--- src/rtl/agc_pkg.sv ---
package agc_pkg;

  // Direction requested from a control code register for one line.
  typedef enum logic [1:0] {
    STEP_HOLD = 2'd0,
    STEP_UP   = 2'd1,
    STEP_DOWN = 2'd2
  } step_e;

endpackage

--- src/rtl/agc_step_reg.sv ---
// Saturating up/down control code register.
module agc_step_reg
  import agc_pkg::*;
#(
  parameter int W   = 8,
  parameter int RST = 128
) (
  input  logic         clk,
  input  logic         rst_n,
  input  step_e        step,
  output logic [W-1:0] code
);

  localparam logic [W-1:0] TOP  = {W{1'b1}};
  localparam logic [W-1:0] INIT = W'(RST);

  always_ff @(posedge clk or negedge rst_n) begin
    if (!rst_n) begin
      code <= INIT;
    end else begin
      unique case (step)
        STEP_UP:   if (code != TOP) code <= code + 1'b1;
        STEP_DOWN: if (code != '0)  code <= code - 1'b1;
        default:   code <= code;
      endcase
    end
  end

endmodule

--- src/rtl/agc_tip_track.sv ---
// Sync-tip minimum tracker with white-peak override; one decision per line.
module agc_tip_track
  import agc_pkg::*;
#(
  parameter int DW       = 8,
  parameter int WP_LIMIT = 248
) (
  input  logic          clk,
  input  logic          rst_n,
  input  logic          s_valid,
  input  logic [DW-1:0] s_data,
  input  logic          win,
  input  logic          wpe_en,
  output step_e         step
);

  localparam logic [DW-1:0] LIMIT = DW'(WP_LIMIT);

  logic          win_q;
  logic          seen_q;
  logic          allz_q;
  logic          wp_q;
  logic [DW-1:0] min_q;
  logic          commit;
  logic          accept;
  logic          hot;

  assign commit = win_q & ~win;
  assign accept = s_valid & win;
  assign hot    = s_valid & wpe_en & (s_data > LIMIT);

  always_ff @(posedge clk or negedge rst_n) begin
    if (!rst_n) begin
      win_q  <= 1'b0;
      seen_q <= 1'b0;
      allz_q <= 1'b0;
      min_q  <= '0;
    end else begin
      win_q <= win;
      if (commit) begin
        seen_q <= 1'b0;
      end else if (accept) begin
        seen_q <= 1'b1;
        if (!seen_q || (s_data < min_q)) min_q <= s_data;
        allz_q <= (seen_q ? allz_q : 1'b1) & (s_data == '0);
      end
    end
  end

  // A hot sample in the closing cycle itself belongs to the next line.
  always_ff @(posedge clk or negedge rst_n) begin
    if (!rst_n)      wp_q <= 1'b0;
    else if (commit) wp_q <= hot;
    else if (hot)    wp_q <= 1'b1;
  end

  always_comb begin
    step = STEP_HOLD;
    if (commit) begin
      if (wp_q)                        step = STEP_DOWN;
      else if (seen_q && min_q != '0)  step = STEP_UP;
      else if (seen_q && allz_q)       step = STEP_DOWN;
    end
  end

endmodule

--- src/rtl/agc_porch_avg.sv ---
// Back-porch averager: first 2**AVG_LOG2 samples of the clamp window.
module agc_porch_avg
  import agc_pkg::*;
#(
  parameter int DW       = 8,
  parameter int AVG_LOG2 = 3
) (
  input  logic          clk,
  input  logic          rst_n,
  input  logic          s_valid,
  input  logic [DW-1:0] s_data,
  input  logic          win,
  input  logic [DW-1:0] level_ref,
  output step_e         step
);

  localparam int              CNTW = AVG_LOG2 + 1;
  localparam int              SW   = DW + AVG_LOG2;
  localparam logic [CNTW-1:0] FULL = CNTW'(1 << AVG_LOG2);

  logic            win_q;
  logic [CNTW-1:0] cnt_q;
  logic [SW-1:0]   sum_q;
  logic [DW-1:0]   avg;
  logic            commit;
  logic            accept;

  assign commit = win_q & ~win;
  assign accept = s_valid & win & (cnt_q != FULL);
  assign avg    = sum_q[SW-1 -: DW];

  always_ff @(posedge clk or negedge rst_n) begin
    if (!rst_n) begin
      win_q <= 1'b0;
      cnt_q <= '0;
      sum_q <= '0;
    end else begin
      win_q <= win;
      if (commit) begin
        cnt_q <= '0;
        sum_q <= '0;
      end else if (accept) begin
        cnt_q <= cnt_q + 1'b1;
        sum_q <= sum_q + SW'(s_data);
      end
    end
  end

  always_comb begin
    step = STEP_HOLD;
    if (commit && (cnt_q == FULL)) begin
      if (avg > level_ref)      step = STEP_DOWN;
      else if (avg < level_ref) step = STEP_UP;
    end
  end

endmodule

--- src/rtl/agc_sync_tip.sv ---
// Sync-tip AGC and back-porch clamp loop with optional white-peak limit.
module agc_sync_tip
  import agc_pkg::*;
#(
  parameter int DW       = 8,
  parameter int CW       = 8,
  parameter int WP_LIMIT = 248,
  parameter int AVG_LOG2 = 3
) (
  input  logic          clk,
  input  logic          rst_n,
  input  logic          s_valid,
  output logic          s_ready,
  input  logic [DW-1:0] s_data,
  input  logic          gain_win,
  input  logic          clamp_win,
  input  logic          wpe_en,
  input  logic [DW-1:0] clamp_ref,
  output logic [CW-1:0] gain_code,
  output logic [CW-1:0] offset_code
);

  localparam int MID = 1 << (CW - 1);

  step_e gain_step;
  step_e off_step;

  assign s_ready = 1'b1;

  agc_tip_track #(.DW(DW), .WP_LIMIT(WP_LIMIT)) u_tip (
    .clk    (clk),
    .rst_n  (rst_n),
    .s_valid(s_valid),
    .s_data (s_data),
    .win    (gain_win),
    .wpe_en (wpe_en),
    .step   (gain_step)
  );

  agc_porch_avg #(.DW(DW), .AVG_LOG2(AVG_LOG2)) u_porch (
    .clk      (clk),
    .rst_n    (rst_n),
    .s_valid  (s_valid),
    .s_data   (s_data),
    .win      (clamp_win),
    .level_ref(clamp_ref),
    .step     (off_step)
  );

  agc_step_reg #(.W(CW), .RST(MID)) u_gain (
    .clk  (clk),
    .rst_n(rst_n),
    .step (gain_step),
    .code (gain_code)
  );

  agc_step_reg #(.W(CW), .RST(MID)) u_off (
    .clk  (clk),
    .rst_n(rst_n),
    .step (off_step),
    .code (offset_code)
  );

endmodule

--- config.mk ---
export PLATFORM = sky130hd
export DESIGN_NAME = agc_sync_tip
export DESIGN_NICKNAME = d
export VERILOG_FILES = /design/src/rtl/agc_pkg.sv /design/src/rtl/agc_step_reg.sv /design/src/rtl/agc_tip_track.sv /design/src/rtl/agc_porch_avg.sv /design/src/rtl/agc_sync_tip.sv
export SDC_FILE = /design/constraint.sdc
export NUM_CORES = 1
export LEC_CHECK = 0
export ABC_AREA = 1
export BUFFER_PORTS_ARGS = -buffer_cell sky130_fd_sc_hd__buf_2
export CORE_MARGIN = 2
export CORE_UTILIZATION = 40
export DETAILED_ROUTE_END_ITERATION = 10
export SLEW_MARGIN = 15
export SYNTH_ARGS = -nofsm -noshare
export SYNTH_HDL_FRONTEND = slang
export SYNTH_SLANG_ARGS = --single-unit
--- constraint.sdc ---
create_clock -name clk -period 3.63 [get_ports clk]
set_input_delay 0 -clock clk [delete_from_list [all_inputs] [get_ports clk]]
set_output_delay 0 -clock clk [all_outputs]
set_load 0.01 [all_outputs]
Word-level counts from Yosys, hierarchy flattened
Index checks and enable logic that the tools add are counted.
{"block": "totals", "memories": 0, "in_bits": 22, "elab_cells": 83, "register_bits": 44, "latch_bits": 0, "rom_bits": 0, "ram_bits": 0}
{"block": "classes", "order_cmp": 4, "mul": 0, "bitwise": 11, "eq_ne": 12, "div": 0, "n_addsub": 6, "shifts": 0, "mux": 22, "reduce_logical": 18}
{"operator": "2-to-1 mux 8 bit", "n": 4}
{"operator": "one-hot mux 8 bit (2 select lines)", "n": 2}
{"operator": "nonzero test 8 bit", "n": 3}
{"operator": "2-to-1 mux 11 bit", "n": 2}
{"operator": "adder 8 x 1 -> 8 bit (second input constant)", "n": 2}
{"operator": "less-than comparator 8 bit", "n": 2}
{"operator": "inequality test 8 bit (second input constant)", "n": 2}
{"operator": "subtractor 8 x 1 -> 8 bit (second input constant)", "n": 2}
{"operator": "2-to-1 mux 2 bit", "n": 6}
{"operator": "adder 11 x 8 -> 11 bit", "n": 1}
{"operator": "nonzero test 2 bit", "n": 5}
{"operator": "AND reduction 3 bit", "n": 3}
{"operator": "AND 1 bit", "n": 8}
{"operator": "greater-than comparator 8 bit", "n": 1}
{"operator": "greater-than comparator 8 bit (second input constant)", "n": 1}
{"operator": "zero test 8 bit", "n": 1}
{"operator": "2-to-1 mux 4 bit", "n": 2}
{"operator": "inequality test 2 x 1 -> 1 bit (second input constant)", "n": 4}
{"operator": "2-to-1 mux 1 bit", "n": 6}
{"operator": "adder 4 x 1 -> 4 bit (second input constant)", "n": 1}
{"operator": "== test 2 x 1 -> 1 bit (second input constant)", "n": 2}
{"operator": "== test 2 bit (second input constant)", "n": 2}
{"operator": "== test 4 bit (second input constant)", "n": 1}
{"operator": "inequality test 4 bit (second input constant)", "n": 1}
{"operator": "5 further kinds", "n": 9}

Longest topological paths before layout
Gate-level depths: netlist of run 1.
{"block": "logic_depth", "ltp_word": 8, "mapped_depth": 19, "mapped_depth_nobuf": 19}

Modules after synthesis
Synthesis of run 1 repeated with hierarchy kept, for this count alone.
{"block": "unflattened", "hier_cells": 503, "hier_area_um2": 3482.1}
{"module": "agc_step_reg", "n_inst": 2, "area_each_um2": 705.7, "cells_per_inst": 115}
{"module": "agc_porch_avg", "n_inst": 1, "area_each_um2": 1297.5, "cells_per_inst": 172}
{"module": "agc_tip_track", "n_inst": 1, "area_each_um2": 762.0, "cells_per_inst": 99}
{"module": "agc_sync_tip", "n_inst": 1, "area_each_um2": 11.3, "cells_per_inst": 2}

Least setup slack after synthesis of run 1
Ideal clock, no wire load.
{"block": "synth_path", "kind": "register to register", "startpoint": "reg u_porch.sum_q[6]", "endpoint": "reg u_off.code[6]", "stages_incl_launch_ff": 17, "setup_slack_ns": 1.074, "n_path_buf": 0, "arrival_ns": 2.440, "period_less_slack_ns": 2.556, "setup_time_ns": 0.116, "path_cell_list": "dfrtp_1 > ha_1 > nand2_1 > o21ai_0 > nand2_1 > nand2_1 > nand3_1 > inv_1 > ha_1 > inv_1 > fa_1 > o21ai_0 > nand2_1 > nand3_1 > nand2_1 > nand2_1 > nand2_1"}
{"block": "synth_between", "elab_chain_cells": 7, "elab_cells_between_ends": 12, "cone_classes": "order compare: 2; eq/ne: 4; mux: 4; reduce/logical: 2"}
{"element": "from (decl)", "line_no": "agc_porch_avg.sv:23", "rtl": "logic [SW-1:0] sum_q;"}
{"element": "from (signal assigned)", "line_no": "agc_porch_avg.sv:44", "rtl": "sum_q <= sum_q + SW'(s_data);"}
{"element": "less-than comparator 8 bit", "line_no": "agc_porch_avg.sv:53", "rtl": "else if (avg < level_ref) step = STEP_UP;"}
{"element": "2-to-1 mux 1 bit", "line_no": "agc_porch_avg.sv:53"}
{"element": "2-to-1 mux 2 bit *", "line_no": "agc_porch_avg.sv:52", "rtl": "if (avg > level_ref) step = STEP_DOWN;"}
{"element": "2-to-1 mux 2 bit *", "line_no": "agc_porch_avg.sv:51", "rtl": "if (commit && (cnt_q == FULL)) begin"}
{"element": "== test 2 bit or == test 2 x 1 -> 1 bit (tied branches)", "line_no": "agc_step_reg.sv:21", "rtl": "unique case (step)"}
{"element": "inequality test 2 x 1 -> 1 bit (no source line) or nonzero test 2 bit (tied branches)"}
{"element": "AND reduction 3 bit (no source line)"}
{"element": "to (signal assigned)", "line_no": "agc_step_reg.sv:22", "rtl": "STEP_UP: if (code != TOP) code <= code + 1'b1;"}
{"element": "to (signal assigned)", "line_no": "agc_step_reg.sv:23", "rtl": "STEP_DOWN: if (code != '0) code <= code - 1'b1;"}
{"element": "to (signal assigned)", "line_no": "agc_step_reg.sv:24", "rtl": "default: code <= code;"}
{"element": "to (decl)", "line_no": "agc_step_reg.sv:11", "rtl": "output logic [W-1:0] code"}
Mark *: on every way between the ends. The rest lies on a longest branch, timed or not.
A chain may end at the register's enable or synchronous reset.

Final worst setup path of run 1
Same ends and word-level chain as after synthesis.

==> results of run 1 <==
-- Yosys cell counts (all sizes together) --
cell and count:
dfstp 2, o32ai 1, ha 41, o21a 2, conb 1, o21ai 23, and3 2, nand2 146
nand4 5, a22o 2, buf 4, inv 67, nor3 8, or2 1, nor2 30, a21oi 26
xor2 6, nand3b 5, nand3 37, dfrtp 42, a21o 3, fa 3, xnor2 4
-- stage by stage --
step | instance area [µm²] | hold slack, ns
5_1_grt | 3930 | 0.0419
2_1_floorplan | 3410 | -0.296
4_1_cts | 3920 | 0.0309
6_report | 3930 | 0.0478
3_5_place_dp | 3690 | 0.156
3_3_place_gp | 3690 | 0.156
-- area by class of cell --
cell class                      instances  area, µm²  share of cell area
Multi-Input combinational cell        346       2020               0.514
Clock buffer                            5       68.8              0.0175
Clock inverter                          3       46.3              0.0118
Inverter                               67        251              0.0641
Timing Repair Buffer                   49        308              0.0784
Tap cell                              105        131              0.0335
Sequential cell                        44       1100               0.281
-- where the power goes --
| part | internal, mW | total [mW] | switching [mW] |
|---|---|---|---|
| clock | 0.208 | 0.405 | 0.198 |
| sequential | 0.621 | 0.741 | 0.121 |
| combinational | 0.320 | 0.775 | 0.455 |
| total | 1.15 | 1.92 | 0.773 |
-- flip-flops by register name, indices dropped and copies added, names as in the netlist --
signal and cells:
u_gain.code 8, u_off.code 8, u_porch.cnt_q 4, u_porch.sum_q 11, u_porch.win_q 1, u_tip.allz_q 1
u_tip.min_q 8, u_tip.seen_q 1, u_tip.win_q 1, u_tip.wp_q 1
-- kinds of logic after synthesis --
family                     synth area share
xor gates and xnor gates             0.0257
DFF                                   0.323
buffers and inverters                0.0858
other                               0.00110
and+or+nand+nor                       0.301
adders and majority gates             0.168
AOI/OAI and AO/OA                    0.0949
-- path summary, 6_finish.rpt --
path / end / slack [ns] / cells after the start
worst max-delay path: u_off.code[6]$_DFFE_PN0P_ / 0.75 / 16
worst min-delay path: u_tip.wp_q$_DFFE_PN0P_ / 0.05 / 3
worst max register to register: u_off.code[6]$_DFFE_PN0P_ / 0.75 / 16
worst min register to register: u_off.code[7]$_DFFE_PN1P_ / 0.51 / 2
max in group asynchronous: u_gain.code[5]$_DFFE_PN0P_ / 2.97 / 2
min in group asynchronous: u_porch.sum_q[7]$_DFFE_PN0P_ / 0.24 / 2
-- routing by layer --
metal	share of wire	vias up	routed length, µm	GRT usage
li1	-	1592	-	-
met1	0.49	1336	3660	0.229
met2	0.46	46	3440	0.304
met3	0.032	7	235	0.0287
met4	0.015	0	108	0.0516
met5	0	-	0	0
-- what timing repair did --
item                                    in CTS  in global routing
hold buffers                                12                  0
endpoints found under the hold margin       54                  0
endpoints found under the setup margin       0                  0
-- worst max-delay path: cells and delay by family, from the launching register on --
family | cells | cell delay (ns)
compound gates | 2 | 0.46
simple gates | 9 | 0.68
buf+inv | 2 | 0.17
fa+ha+maj | 3 | 1.04
flops | 1 | 0.41
==> impl_metrics.json, run 1 <==
{
  "outcome": "completed",
  "clk_latency_ns": 0.30,
  "ys_seq_area_frac": 0.323,
  "drc": 0,
  "initial_utilization": 0.413,
  "clk_pin_slew_worst_paths_ns": 0.10,
  "ant_nets": 0,
  "numPlacedInstances": 599,
  "die_h_um": 96.4,
  "grt_max_degree": 45,
  "synth_top_area_frac": 0.308,
  "mostFrequentLayoutCells": "nand2_1, inv_1, dfrtp_1",
  "syn_to_final_growth_pct": 15.0,
  "antennaDiodeCount": 0,
  "grt_pass1_wl_mm": 12.9,
  "hold_violations": 0,
  "cp.required_ns": 3.83,
  "fin_crit_sh": 0.794,
  "clkSinkCount": 44,
  "post_cts_resized": 0,
  "place.gp.congestion": 0.862,
  "slowest_stage": "dfrtp_1",
  "grt_overflow": 0,
  "power_density_nw_per_um2": 489,
  "cts_tree": "built",
  "setup_slack_ns": 0.748,
  "vias_per_cell": 4.82,
  "total_power_mw": 1.92,
  "path_class": "reg2reg",
  "path_cells": "ha_1 -> nand2_1 -> o21ai_0 -> nand2_1 -> nand2_1 -> nand3_1 -> inv_1 -> ha_1 -> inv_1 -> fa_1 -> o21ai_0 -> nand2_1 -> nand3_1 -> nand2_1 -> nand2_1 -> nand2_1",
  "rows": 33,
  "io_pins": 39,
  "critPathLaunch": "u_porch.sum_q[6]$_DFFE_PN0P_",
  "drt_iter0_markers": 81,
  "synth_seq_cells": 44,
  "leakage_nw": 2.21,
  "worstSetupEndpointType": "flip-flop",
  "synthCells": 461,
  "fill_cells": 832,
  "port_buffers": 37,
  "grt_usage": 0.177,
  "max_slew_margin": 0.594,
  "tns_ns": 0,
  "skew_ns": 0.00934,
  "via_count": 2981,
  "syn-num-nets": 527,
  "finalMaxSlewViolations": 0,
  "dp_slack_ns": 0.765,
  "critPathLaunchType": "flip-flop",
  "routedWlPerCell_um": 12.0,
  "fin_crit_ns": 2.88,
  "synth_area_leader_cell": "dfrtp_1",
  "hold_path_startpoint": "s_valid",
  "crit_top_cell": "nand2_1",
  "cts_root_buf": "clkbuf_8",
  "h-tree-depth": 2,
  "utilization": 0.475,
  "synth_area_um2": 3410,
  "clockBufferDepth": 2,
  "drt-pass1-iter-count": 5,
  "post-dp-hpwl_mm": 5.55,
  "hold_class": "in2reg",
  "die-area_um2": 9290,
  "grt_pass1_vias": 2860,
  "max_slew.worst_pin.slew_ns": 0.608,
  "layout_commonest_cell": "nand2_1",
  "totalWireLength_mm": 7.44,
  "crit_arrival_ns": 3.08,
  "syn_area_per_cell_um2": 7.40,
  "rsz0062_at_grt": "no",
  "synth.area.top_cells": "dfrtp_1, nand2_1, ha_1",
  "r2r_start": "u_porch.sum_q[6]$_DFFE_PN0P_",
  "slowest_delay_ns": 0.41,
  "die_width_um": 96.4,
  "peakVddDrop_uv": 215,
  "yosysWarningCount": 0,
  "nNetsFinal": 579,
  "cap_violations": 0,
  "drive_above_1_share": 0.123,
  "coreArea_um2": 8260,
  "finalNonFillerCells": 619,
  "cts_made_buffers": 5,
  "path_max_fanout": 9,
  "antenna_found_initial": 0,
  "postCtsSetupBuffers": 0,
  "yosysUniqueCellTypes": 33,
  "fmax_mhz": 347,
  "setup_viol": 0
}
(Power assumes the default switching activity.)
==> run 2: changes to the inputs <==
==> constraint.sdc (replaced) <==
create_clock -name clk -period 2.4 [get_ports clk]
set_input_delay 0 -clock clk [delete_from_list [all_inputs] [get_ports clk]]
set_output_delay 0 -clock clk [all_outputs]
set_load 0.01 [all_outputs]
==> run 2 against run 1 <==
  * The run now ends with setup timing left
  * Via count rose by 7.4%
  * Clock skew fell by 0.0040 ns
  * Clock power rose by 50%
  * Die area did not move
  * Count of clock-buffer cells in the layout did not move
  * Critical path type unchanged
  * Largest power group unchanged
  * Highest routed layer unchanged
==> impl_metrics.json, run 2 (synthesized netlist as in run 1, its figures left out) <==
{
  "outcome": "complete, but fails checks",
  "violations": "setup timing",
  "dpl_cell_area_um2": 3880,
  "drive_above_1_share": 0.277,
  "r2r_setup_slack_ns": -0.03,
  "fmax_mhz": 412,
  "syn_to_final_growth_pct": 32.3,
  "setup_slack_ns": -0.0273,
  "path_class": "reg2reg",
  "pwr-share-clk": 0.192,
  "vias_per_cell": 4.93,
  "io_pins": 39,
  "h-tree-depth": 2,
  "hold_class": "in2reg",
  "rsz0062_at_grt": "yes",
  "antenna_found_initial": 0,
  "cap_violations": 0,
  "grt_pass1_vias": 3127,
  "critPathLaunchType": "flip-flop",
  "clk_pin_slew_worst_paths_ns": 0.09,
  "initial_utilization": 0.413,
  "nNetsFinal": 610,
  "cts_tree": "built",
  "max_slew_margin": 0.657,
  "antennaDiodeCount": 0,
  "path_max_fanout": 7,
  "regMostFlops": "u_porch.sum_q",
  "die-area_um2": 9290,
  "r2r_start": "u_porch.sum_q[6]$_DFFE_PN0P_",
  "grt_overflow": 0,
  "p_sw_mw": 1.28,
  "power_density_nw_per_um2": 703,
  "cp.required_ns": 2.61,
  "layout_commonest_cell": "nand2_1",
  "largest_register_ffs": 11,
  "drt_iter0_markers": 87,
  "ant_nets": 0,
  "max_slew.worst_pin.slew_ns": 0.515,
  "peakVddDrop_uv": 296,
  "rows": 33,
  "setup_viol": 2,
  "hold_violations": 0,
  "r2r_cells": 16,
  "clkSinkCount": 44,
  "grt_max_degree": 24,
  "dp_slack_ns": -0.147,
  "hold_depth": 3,
  "via_count": 3203,
  "totalWireLength_mm": 8.14,
  "grt_usage": 0.192,
  "fin_crit_sh": 1.01,
  "post-dp-hpwl_mm": 5.93,
  "hold_path_startpoint": "s_valid",
  "clockBufferDepth": 2,
  "drt-pass1-iter-count": 4,
  "switching_share": 0.403,
  "mostFrequentLayoutCells": "nand2_1, inv_1, dfrtp_1",
  "cts_root_buf": "clkbuf_8",
  "clk_latency_ns": 0.31,
  "seqPwrFrac": 0.361,
  "combPwrFrac": 0.447,
  "drc": 0,
  "die_width_um": 96.4,
  "worstSetupEndpointType": "flip-flop",
  "coreArea_um2": 8260,
  "power.internal_mw": 1.90,
  "stdcell_area_um2": 4510,
  "critPathLaunch": "u_porch.sum_q[6]$_DFFE_PN0P_",
  "hold_ws_ns": 0.0368,
  "die_h_um": 96.4,
  "leakage_nw": 2.38,
  "hold_end": "u_tip.wp_q$_DFFE_PN0P_",
  "port_buffers": 37,
  "crit_arrival_ns": 2.63,
  "total_power_mw": 3.18,
  "grt_pass1_wl_mm": 14.0,
  "place.gp.congestion": 0.877,
  "reg2reg_to": "u_off.code[6]$_DFFE_PN0P_",
  "cts_made_buffers": 5,
  "fin_crit_ns": 2.43,
  "routedWlPerCell_um": 12.5,
  "tns_ns": -0.0416,
  "finalMaxSlewViolations": 0,
  "skew_ns": 0.00531
}
==> run 2: critical path, cell delays in order (launching register included) <==
cell     delay (ns)
dfrtp_1        0.42
ha_4           0.30
nand2_4        0.07
nor3_4         0.19
nand3_2        0.10
nand3_2        0.09
inv_2          0.04
ha_4           0.19
buf_4          0.14
ha_4           0.30
nand2_4        0.05
o21ai_4        0.14
nand2_2        0.08
nand3_1        0.07
nand2_1        0.05
nand2_1        0.05
nand2_1        0.04
==> run 2: cell type report <==
| class | instances | area [µm²] |
|---|---|---|
| clock inverters | 3 | 46.3 |
| well taps | 105 | 131 |
| fillers | 804 | 3740 |
| flip-flops and latches | 44 | 1100 |
| inverters | 67 | 251 |
| repair buffers | 80 | 546 |
| clock buffers | 5 | 68.8 |
| multi-input cells | 346 | 2370 |
==> run 2: stage by stage <==
step           std cells  utilization
3_5_place_dp         623        0.470
2_1_floorplan        461            -
6_report             650        0.547
3_3_place_gp         623        0.470
4_1_cts              644        0.511
5_1_grt              650        0.547
==> run 2: power groups by stage <==
stage | Clock (mW) | Sequential [mW] | Combinational, mW
2_1_floorplan | 0 | 1.12 | 0.853
3_3_place_gp | 0 | 1.12 | 1.21
3_5_place_dp | 0 | 1.13 | 1.24
4_1_cts | 0.634 | 1.12 | 1.29
5_1_grt | 0.666 | 1.18 | 1.64
6_report | 0.609 | 1.15 | 1.42
==> run 2: timing repair <==
action / 4_1_cts / 5_1_grt
setup buffers: 1 / 6
hold buffers: 12 / 0
hold endpoints to repair: 31 / 0
resized for setup: 18 / 50
pin swaps: 7 / 24
setup endpoints to repair: 7 / 11
==> run 2: worst max path at each step <==
stage / end / slack [ns] / cells after the start
after floorplan: u_off.code[6]$_DFFE_PN0P_ / 0.04 / 16
after global placement: u_off.code[6]$_DFFE_PN0P_ / -0.06 / 16
after detailed placement: u_off.code[7]$_DFFE_PN1P_ / -0.15 / 16
after CTS: u_off.code[7]$_DFFE_PN1P_ / 0.002 / 17
after global routing: u_off.code[6]$_DFFE_PN0P_ / -0.18 / 16
final: u_off.code[6]$_DFFE_PN0P_ / -0.03 / 16
==> run 2: layer usage <==
metal	vias up	share of wire	track usage
met5	-	0	0
met4	0	0.015	0.0599
met3	7	0.022	0.0272
met2	43	0.49	0.334
met1	1503	0.47	0.248
li1	1650	-	-
==> run 3: changes to the inputs <==
--- a/config.mk
+++ b/config.mk
@@ -10,6 +10,7 @@
 export CORE_MARGIN = 2
 export CORE_UTILIZATION = 40
 export DETAILED_ROUTE_END_ITERATION = 10
+export PLACE_DENSITY = 0.63
 export SLEW_MARGIN = 15
 export SYNTH_ARGS = -nofsm -noshare
 export SYNTH_HDL_FRONTEND = slang
==> run 3 against run 2 <==
  * The run still ends with setup timing left
  * Worst setup slack got worse by 0.073 ns
  * Routed wire length is 4.9% higher
  * Global-route usage down 0.18 points
  * Sequential share of layout area is essentially flat
  * Critical path depth shrank 2
  * Clock power down 18%
  * Maximum frequency down 2.9%
  * Via count grew 2.5%
  * Sequential cell count did not move
  * Largest cell class unchanged
==> impl_metrics.json, run 3 (synthesized netlist as in run 1, its figures left out) <==
{
  "outcome": "complete, but fails checks",
  "violations": "setup timing",
  "hold_violations": 0,
  "clkSinkCount": 44,
  "mostFrequentLayoutCells": "nand2_1, inv_1, dfrtp_1",
  "die-area_um2": 9290,
  "coreArea_um2": 8260,
  "drt_iter0_markers": 96,
  "crit_arrival_ns": 2.72,
  "cp.required_ns": 2.62,
  "place.gp.congestion": 0.832,
  "ant_nets": 0,
  "initial_utilization": 0.413,
  "rsz0062_at_grt": "yes",
  "stdcell_area_um2": 4520,
  "grt_max_degree": 27,
  "cap_violations": 0,
  "port_buffers": 37,
  "clockBufferDepth": 2,
  "antenna_found_initial": 0,
  "drive_above_1_share": 0.277,
  "grt_pass1_wl_mm": 14.1,
  "fin_crit_ns": 2.50,
  "io_pins": 39,
  "syn_to_final_growth_pct": 32.4,
  "path_max_fanout": 6,
  "layout_commonest_cell": "nand2_1",
  "numPlacedInstances": 622,
  "critPathLaunchType": "flip-flop",
  "power_density_nw_per_um2": 679,
  "largest_register_ffs": 11,
  "hold_class": "in2reg",
  "drt-pass1-iter-count": 5,
  "path_class": "reg2reg",
  "finalMaxSlewViolations": 0,
  "hold_ws_ns": 0.0344,
  "worstSetupEndpointType": "flip-flop",
  "regMostFlops": "u_porch.sum_q",
  "grt_pass1_vias": 3214,
  "grt_usage": 0.191,
  "cts_made_buffers": 5,
  "via_count": 3282,
  "dp_slack_ns": -0.170,
  "routedWlPerCell_um": 13.1,
  "vias_per_cell": 5.02,
  "fmax_mhz": 400,
  "fin_crit_sh": 1.04,
  "h-tree-depth": 2,
  "total_power_mw": 3.07,
  "antennaDiodeCount": 0,
  "finalNonFillerCells": 654,
  "skew_ns": 0.0182,
  "cts_root_buf": "clkbuf_8",
  "setup_slack_ns": -0.100,
  "post-dp-hpwl_mm": 5.97,
  "grt_overflow": 0,
  "nNetsFinal": 614,
  "cts_tree": "built",
  "die_width_um": 96.4,
  "totalWireLength_mm": 8.55,
  "die_h_um": 96.4,
  "peakVddDrop_uv": 361,
  "drc": 0,
  "setup_viol": 5,
  "dpl_cell_area_um2": 3870,
  "rows": 33,
  "clk_pin_slew_worst_paths_ns": 0.10,
  "leakage_nw": 2.38,
  "clk_latency_ns": 0.31
}
==> run 3: area by class of cell <==
type,count,area [µm²]
multi-input combinational,346,2360
tap,105,131
clock buffer,5,68.8
sequential,44,1100
timing repair buffer,84,583
inverter,67,251
fill,782,3740
clock inverter,3,21.3
==> run 3: metrics by stage <==
stage,TNS [ns],util
floorplan,0,-
global placement,-0.0966,0.469
detailed placement,-0.471,0.469
CTS,-0.00752,0.513
global route,-1.08,0.547
finish,-0.368,0.547
==> run 3: worst paths after layout <==
check / to / cells after the start / from / slack (ns)
max: u_off.code[4]$_DFFE_PN0P_ / 14 / u_porch.sum_q[6]$_DFFE_PN0P_ / -0.10
min: u_tip.wp_q$_DFFE_PN0P_ / 3 / s_valid / 0.03
max reg2reg: u_off.code[4]$_DFFE_PN0P_ / 14 / u_porch.sum_q[6]$_DFFE_PN0P_ / -0.10
min reg2reg: u_gain.code[7]$_DFFE_PN1P_ / 2 / u_gain.code[7]$_DFFE_PN1P_ / 0.51
max in group asynchronous: u_gain.code[7]$_DFFE_PN1P_ / 3 / rst_n / 1.44
min in group asynchronous: u_porch.sum_q[7]$_DFFE_PN0P_ / 2 / rst_n / 0.17
==> run 3: where the power goes <==
part           internal, mW  leakage [nW]  switching [mW]
clock network         0.207        0.0445           0.291
logic                 0.647          1.77           0.784
registers             0.939         0.563           0.198
total                  1.79          2.38            1.27
==> run 3: metal layers <==
| metal | up-vias | wire length, µm | GRT usage |
|---|---|---|---|
| met5 | - | 0 | 0 |
| met3 | 13 | 282 | 0.0264 |
| met4 | 0 | 170 | 0.0669 |
| met1 | 1537 | 3820 | 0.239 |
| li1 | 1662 | - | - |
| met2 | 70 | 4270 | 0.335 |
==> run 3: worst max-delay path: stages, from the launching register on <==
cell and delay (ns):
dfrtp_1 0.42, ha_4 0.30, nand2_4 0.05, nor3_2 0.17, nand3_1 0.13, nand3_2 0.11
inv_2 0.05, ha_4 0.17, buf_4 0.15, ha_4 0.23, a21oi_2 0.15, o21ai_2 0.09
buf_4 0.15, xnor2_2 0.12, o21ai_1 0.14
==> run 3: timing repair <==
item,in CTS,in global routing
gates resized for setup,26,37
pin swaps,17,30
hold buffers,12,0
endpoints found under the hold margin,30,0
buffers inserted,3,9
setup endpoints to repair,9,15
gates cloned,0,0
